[src/rtl/ctr_capture_pkg.sv]
package ctr_capture_pkg;
    typedef enum logic {
        REF_AT_ZERO   = 1'b0,
        REF_AT_PERIOD = 1'b1
    } ref_kind_e;

    typedef enum logic {
        READ_SNAPSHOT = 1'b0,
        READ_LIVE     = 1'b1
    } read_src_e;
endpackage

[src/rtl/ctr_capture_ref_pick.sv]
module ctr_capture_ref_pick
    import ctr_capture_pkg::*;
(
    input  logic ref_sel,
    input  logic ref_zero,
    input  logic ref_period,
    output logic ref_hit
);
    ref_kind_e kind;

    always_comb begin
        kind    = ref_kind_e'(ref_sel);
        ref_hit = (kind == REF_AT_PERIOD) ? ref_period : ref_zero;
    end
endmodule

[src/rtl/ctr_capture_arm.sv]
module ctr_capture_arm (
    input  logic clk,
    input  logic rst_n,
    input  logic ref_hit,
    input  logic event_ok,
    output logic take,
    output logic armed
);
    typedef struct packed {
        logic armed;
    } arm_state_t;

    arm_state_t st_d, st_q;

    always_comb begin
        st_d = st_q;
        take = event_ok && (st_q.armed || ref_hit);
        if (take) begin
            st_d.armed = 1'b0;
        end else if (ref_hit) begin
            st_d.armed = 1'b1;
        end
    end

    always_ff @(posedge clk) begin
        if (!rst_n) begin
            st_q.armed <= 1'b1;
        end else begin
            st_q <= st_d;
        end
    end

    assign armed = st_q.armed;
endmodule

[src/rtl/ctr_capture_store.sv]
module ctr_capture_store #(
    parameter int CNT_W = 16
) (
    input  logic             clk,
    input  logic             rst_n,
    input  logic             take,
    input  logic             copy,
    input  logic [CNT_W-1:0] tb_count,
    output logic [CNT_W-1:0] active_val,
    output logic [CNT_W-1:0] shadow_val
);
    typedef struct packed {
        logic [CNT_W-1:0] active;
        logic [CNT_W-1:0] shadow;
    } store_t;

    store_t st_d, st_q;

    always_comb begin
        st_d = st_q;
        if (copy) begin
            st_d.shadow = st_q.active;
        end
        if (take) begin
            st_d.active = tb_count;
        end
    end

    always_ff @(posedge clk) begin
        if (!rst_n) begin
            st_q <= '0;
        end else begin
            st_q <= st_d;
        end
    end

    assign active_val = st_q.active;
    assign shadow_val = st_q.shadow;
endmodule

[src/rtl/ctr_capture.sv]
module ctr_capture
    import ctr_capture_pkg::*;
#(
    parameter int CNT_W = 16
) (
    input  logic             clk,
    input  logic             rst_n,
    input  logic [CNT_W-1:0] tb_count,
    input  logic             dc_event,
    input  logic             ref_zero,
    input  logic             ref_period,
    input  logic             ref_sel,
    input  logic             cap_en,
    input  logic             live_mode,
    output logic [CNT_W-1:0] rd_data
);
    logic             ref_hit;
    logic             take;
    logic             armed;
    logic             copy;
    logic [CNT_W-1:0] active_val;
    logic [CNT_W-1:0] shadow_val;
    read_src_e        src;

    ctr_capture_ref_pick u_ref (
        .ref_sel    (ref_sel),
        .ref_zero   (ref_zero),
        .ref_period (ref_period),
        .ref_hit    (ref_hit)
    );

    ctr_capture_arm u_arm (
        .clk      (clk),
        .rst_n    (rst_n),
        .ref_hit  (ref_hit),
        .event_ok (cap_en && dc_event),
        .take     (take),
        .armed    (armed)
    );

    always_comb begin
        src  = read_src_e'(live_mode);
        copy = ref_hit && (src == READ_SNAPSHOT);
    end

    ctr_capture_store #(.CNT_W(CNT_W)) u_store (
        .clk        (clk),
        .rst_n      (rst_n),
        .take       (take),
        .copy       (copy),
        .tb_count   (tb_count),
        .active_val (active_val),
        .shadow_val (shadow_val)
    );

    always_comb begin
        rd_data = (src == READ_LIVE) ? active_val : shadow_val;
    end
endmodule

[config.mk]
export PLATFORM = sky130hd
export DESIGN_NAME = ctr_capture
export DESIGN_NICKNAME = d
export VERILOG_FILES = /design/src/rtl/ctr_capture_pkg.sv /design/src/rtl/ctr_capture_ref_pick.sv /design/src/rtl/ctr_capture_arm.sv /design/src/rtl/ctr_capture_store.sv /design/src/rtl/ctr_capture.sv
export SDC_FILE = /design/constraint.sdc
export NUM_CORES = 1
export LEC_CHECK = 0
export BUFFER_PORTS_ARGS = -buffer_cell sky130_fd_sc_hd__buf_4
export CORE_MARGIN = 2
export CORE_UTILIZATION = 34
export CTS_BUF_LIST = sky130_fd_sc_hd__clkbuf_4 sky130_fd_sc_hd__clkbuf_8 sky130_fd_sc_hd__clkbuf_16
export DETAILED_ROUTE_END_ITERATION = 10
export PLACE_DENSITY = 0.59
export SLEW_MARGIN = 5
export SYNTH_ARGS = -nofsm -noshare
export SYNTH_HDL_FRONTEND = slang
export SYNTH_HIERARCHICAL = 1
export SYNTH_SLANG_ARGS = --single-unit
[constraint.sdc]
create_clock -name clk -period 2.92 [get_ports clk]
set_input_delay 0.146 -clock clk [delete_from_list [all_inputs] [get_ports clk]]
set_output_delay 0.146 -clock clk [all_outputs]
set_load 0.02 [all_outputs]
==> results of run 1 <==
-- cell families (layout without fill, tap and decap cells) --
family          Yosys count  after routing
simple gates             36             36
mux                      49             49
compound gates            1              1
buf+inv                   9             48
flops                    33             33
-- placed cells by master (no fill, tap or decap) --
cell      netlist  layout
o21ai_2         1       1
buf_4           0      40
clkinv_2        0       2
mux2_2          7       7
nor2_2          1       1
mux2i_1        32      32
mux2_4         10      10
clkbuf_8        0       5
and2_1          1       1
dfxtp_1        33      33
nor2b_1        33      32
and2b_2         1       1
nor2b_2         0       1
clkbuf_4        0       1
-- tightest hold or removal path, delay by kind of cell --
kind / cells / cell delay (ps)
buffers and inverters: 1 / 80
multiplexers: 1 / 50
AND/OR/NAND/NOR: 1 / 90
-- layer usage --
| layer | up-vias | part of all wire (%) | global-route usage (%) |
|---|---|---|---|
| li1 | 503 | - | - |
| met1 | 433 | 45 | 14.8 |
| met2 | 34 | 45 | 17.9 |
| met3 | 6 | 8.3 | 5.20 |
| met4 | 0 | 1.9 | 4.40 |
| met5 | - | 0 | 0 |
-- path summary, 6_finish.rpt --
check,from,endpoint,slack [ps],cells past startpoint
worst min-delay path,tb_count[2],u_store/active_val[2],120,3
worst max register to register,u_arm/armed,u_store/active_val[12],1720,5
worst min register to register,u_arm/armed,u_arm/armed,500,2
worst max-delay path,u_arm/armed,u_store/active_val[12],1720,5
-- sequential cells by signal (all words and copies together) (netlist names) --
signal	count
u_store/shadow_val	16
u_store/active_val	16
u_arm/armed	1
-- report_power, final --
group	switching, mW	total [mW]	internal [mW]
Sequential	0.0100	0.476	0.466
Combinational	0.0557	0.130	0.0745
Clock	0.157	0.331	0.174
Total	0.222	0.937	0.715
-- layout make-up --
class | count | area share, %
Tap cell | 52 | 3.42
Timing Repair Buffer | 40 | 15.8
Multi-Input combinational cell | 86 | 41.5
Clock buffer | 6 | 4.02
Clock inverter | 2 | 0.527
Sequential cell | 33 | 34.8
==> results.yml, run 1 <==
sta:
  final-setup-viol-count: 0
  finalSetupTns_ps: 0
  fin_skew_ps: 4.07
  fmax_mhz: 834
  hold_violations: 0
  finalCritPeriodShare_pct: 41.0
  worst_pin_slew_ps: 469
  rsz0062_at_grt: "false"
  whs_ps: 123
  fin_crit_ps: 1200
  finalMaxSlewViolations: 0
  slew_headroom_pct: 68.8
  setup_ws_ps: 1720
drt:
  drt-vias-per-instance: 4.46
  final_antenna_net_count: 0
  drtIter0Drc: 50
  drt_wl_total_um: 2740
  drcViolationCount: 0
  dr.pass1.iters: 4
  wl_per_cell_um: 12.5
  num_vias: 976
synthesis:
  synthFlopType: "dfxtp_1"
  ys_async_sr_fraction_pct: 0
  synth_top_cell_by_area: "dfxtp_1"
  synth_warnings: 6
  post_synth_xor_area_fraction_pct: 0
  synth.cell_area_um2: 1550
  synthCells: 128
  netlist.area_leader.share_pct: 42.6
  synth_top_family_by_area: "multiplexers"
  syn_area_per_cell_um2: 12.1
  synth_common_cells: "dfxtp_1, nor2b_1, mux2i_1"
  synth.distinct_cells: 12
  synth-seq-cells: 33
  synth-edff-count: 0
  synthAdderAreaFrac_pct: 0
  synthMuxAreaShare_pct: 35.4
  synthTopCellsByArea: "dfxtp_1, mux2i_1, nor2b_1"
  synth_compound_area_share_pct: 0.565
  ys_seq_area_share_pct: 42.6
  syn_nets: 152
  synthSimpleGateAreaFrac_pct: 14.7
floorplanning:
  num_rows: 24
  fp.coreArea_um2: 4380
  die_y_um: 71.6
  dieArea_um2: 5120
  die_x_um: 71.6
  initial_core_util_pct: 35.4
  io_pins: 40
status:
  status: "completed"
worst_setup_path:
  startpoint_type: "flip-flop"
  worst-path-max-fanout: 16
  path_class: "reg2reg"
  end_kind: "flip-flop"
  critPathTopFamily: "flip-flops"
  cp_data_required_time_ps: 3090
  crit_buf_inv: 1
  crit_arrival_ps: 1370
  worst_path_largest_cell_delay_ps: 320
  cp_cell_sequence: "nor2_2, nor2b_2, buf_4, mux2i_1, nor2b_1"
  critPathSlowestCell: "dfxtp_1"
layout:
  antennaDiodeCount: 0
  fill_cells: 413
  finalNonFillerCells: 219
  finalCoreUtilization_pct: 43.4
  fin_nets: 190
  synthToLayoutAreaGrowth_pct: 22.5
  drive_gt1_share_pct: 41.3
  ff_latch_area_um2: 661
  final_area_um2: 1900
  multi_input_area_um2: 788
grt:
  antenna_found_initial: 0
  grt_pass1_vias: 992
  grt_pass1_wl_um: 4580
  track_usage_pct: 11.8
  globalRoute.totalOverflow: 0
  grt_max_degree: 34
placed_design:
  post-place-ws_ps: 1540
  io_buffers: 39
  placed_area_um2: 1810
  dp.cells: 211
  dpl.hpwl_um: 1850
  place_congestion: 0.699
power_and_ir_drop:
  power_density_nw_per_um2: 493
  vdd_drop_max_v: 0.000253
  finalPower_mw: 0.937
  leakagePower_nw: 0.798
run:
  maxCapViolCount: 0
clock_network:
  insertion_delay_ps: 280
  hold_buffers: 0
  cts_repair_resize_count: 0
  tritoncts: "built"
  cts_setup_buffers: 0
  clock-sinks: 33
  numCtsBuffers: 5
  cts_root_buffer: "clkbuf_8"
  htreeDepth: 2
  path_clk_slew_ps: 60
  clockBufferDepth: 2
worst_hold_path:
  hold_path.class: "in2reg"
No activity file was read; power rests on OpenSTA's default activity.
==> inputs of run 2 (changes only) <==
ABC_AREA = 1   (was not set)
PLACE_DENSITY = 0.61   (was 0.59)
clock period = 1.1 ns   (was 2.92 ns; I/O delays follow)
==> run 2 against run 1 <==
Design area rose by 7.1%. Setup slack got worse by 1600 ps. Die area rose by 6.9%. Routed wire length rose by 19%. Clock skew rose by 0.93 ps. Combinational power rose to 4.1 times the previous value. Synthesized cell count rose by 110%. Sequential share of layout area fell by 2.3 points. Critical path type is now reg2out. Cell count rose by 70%. Power rose to 2.9 times the previous value. First-iteration DRC count rose by 90%. Clock power rose to 2.6 times the previous value.
==> results.yml, run 2 <==
status:
  status: "completed"
grt:
  grt_pass1_vias: 1317
  grt_pass1_wl_um: 5590
  track_usage_pct: 13.3
  antenna_found_initial: 0
  globalRoute.totalOverflow: 0
  grt_max_degree: 34
clock_network:
  cts_root_buffer: "clkbuf_8"
  path_clk_slew_ps: 70
  cts_setup_buffers: 0
  cts_repair_resize_count: 0
  tritoncts: "built"
  htreeDepth: 2
  hold_buffers: 0
  clock-sinks: 33
  insertion_delay_ps: 280
  clockBufferDepth: 2
  numCtsBuffers: 5
floorplanning:
  dieArea_um2: 5470
  initial_core_util_pct: 35.2
  fp.coreArea_um2: 4720
  num_rows: 25
  die_y_um: 74.0
  die_x_um: 74.0
  io_pins: 40
worst_setup_path:
  end_kind: "output port"
  worst-path-max-fanout: 3
  startpoint_type: "flip-flop"
  crit_arrival_ps: 950
  cp_data_required_time_ps: 1040
  path_class: "reg2out"
synthesis:
  synth_common_cells: "nand2_1, nor2_1, inv_1"
  synth.cell_area_um2: 1660
  syn_area_per_cell_um2: 6.23
  syn_nets: 291
  synthCells: 267
  synth-edff-count: 0
  ys_async_sr_fraction_pct: 0
  synthTopCellsByArea: "dfxtp_1, nand2_1, nor2_1"
  ys_seq_area_share_pct: 39.7
  yosysMostFrequentCell: "nand2_1"
  synth.distinct_cells: 10
  synth-seq-cells: 33
  netlist.area_leader.share_pct: 39.7
  synth_warnings: 6
  synthFlopType: "dfxtp_1"
  synth_top_cell_by_area: "dfxtp_1"
layout:
  finalCoreUtilization_pct: 43.1
  finalNonFillerCells: 372
  synthToLayoutAreaGrowth_pct: 22.3
  multi_input_area_um2: 721
  drive_gt1_share_pct: 20.0
  antennaDiodeCount: 0
  layout_common_cells: "nand2_1, nor2_1, buf_4"
  fin_nets: 328
  ff_latch_area_um2: 661
  fill_cells: 531
  final_common_cell: "nand2_1"
placed_design:
  dp.cells: 364
  place_congestion: 0.755
  post-place-ws_ps: 85.8
  io_buffers: 39
  dpl.hpwl_um: 2210
sta:
  slew_headroom_pct: 77.6
  finalCritPeriodShare_pct: 91.1
  fin_crit_ps: 1000
  setup_ws_ps: 98.4
  whs_ps: 52.4
  finalSetupTns_ps: 0
  hold_violations: 0
  fmax_mhz: 998
  fin_skew_ps: 5.00
  finalMaxSlewViolations: 0
  rsz0062_at_grt: "false"
  worst_pin_slew_ps: 336
  final-setup-viol-count: 0
power_and_ir_drop:
  vdd_drop_max_v: 0.000597
  power_density_nw_per_um2: 1350
  leakagePower_nw: 1.09
drt:
  drcViolationCount: 0
  dr.pass1.iters: 4
  drt_wl_total_um: 3260
  final_antenna_net_count: 0
  drt-vias-per-instance: 3.96
  wl_per_cell_um: 8.77
  num_vias: 1474
  drtIter0Drc: 95
run:
  maxCapViolCount: 0
worst_hold_path:
  hold_path.class: "in2reg"
run 2: cells by family (layout without fill, tap and decap cells):
group | count (synthesis) | count (layout) | share of synthesized area [%]
AND/OR/NAND/NOR | 184 | 184 | 42.7
buffers and inverters | 49 | 87 | 17.3
flip-flops | 33 | 33 | 39.7
AO/OA/AOI/OAI | 1 | 1 | 0.300
run 2: report_power, final:
group          internal (mW)  switching, mW
registers               1.28         0.0585
logic                  0.237          0.290
clock network          0.462          0.410
run 2: path summary, 6_finish.rpt:
path	startpoint	endpoint	cells after the start	slack, ps
setup / recovery	u_store/active_val[4]	rd_data[4]	3	100
hold / removal	tb_count[2]	u_store/active_val[2]	5	50
setup reg to reg	u_arm/armed	u_store/active_val[13]	6	100
hold reg to reg	u_store/shadow_val[10]	u_store/shadow_val[10]	2	470
run 2: cell type report:
| class | count | share of cell area [%] |
|---|---|---|
| Inverter | 37 | 7.07 |
| Timing Repair Buffer | 42 | 16.7 |
| Sequential cell | 33 | 32.5 |
| Tap cell | 67 | 4.12 |
| Multi-Input combinational cell | 185 | 35.4 |
| Clock buffer | 6 | 3.75 |
| Clock inverter | 2 | 0.492 |
run 2: worst max-delay path, stage by stage (launching register included):
cell     delay, ps
dfxtp_1        400
nand2_1         70
nand2_1         60
buf_4          130
run 2: through the flow:
stage | area, um^2 | total power [mW]
finish | 2040 | 2.74
CTS | 2040 | 2.78
detailed placement | 1950 | 1.90
global route | 2040 | 2.90
global placement | 1950 | 1.89
floorplan | 1660 | 1.73
run 2: layer usage:
layer	vias up	routed length, um	global-route usage, %
met2	37	1370	20.5
met4	0	53	7.27
met1	603	1650	17.5
li1	829	-	-
met3	5	190	2.85
met5	-	0	0
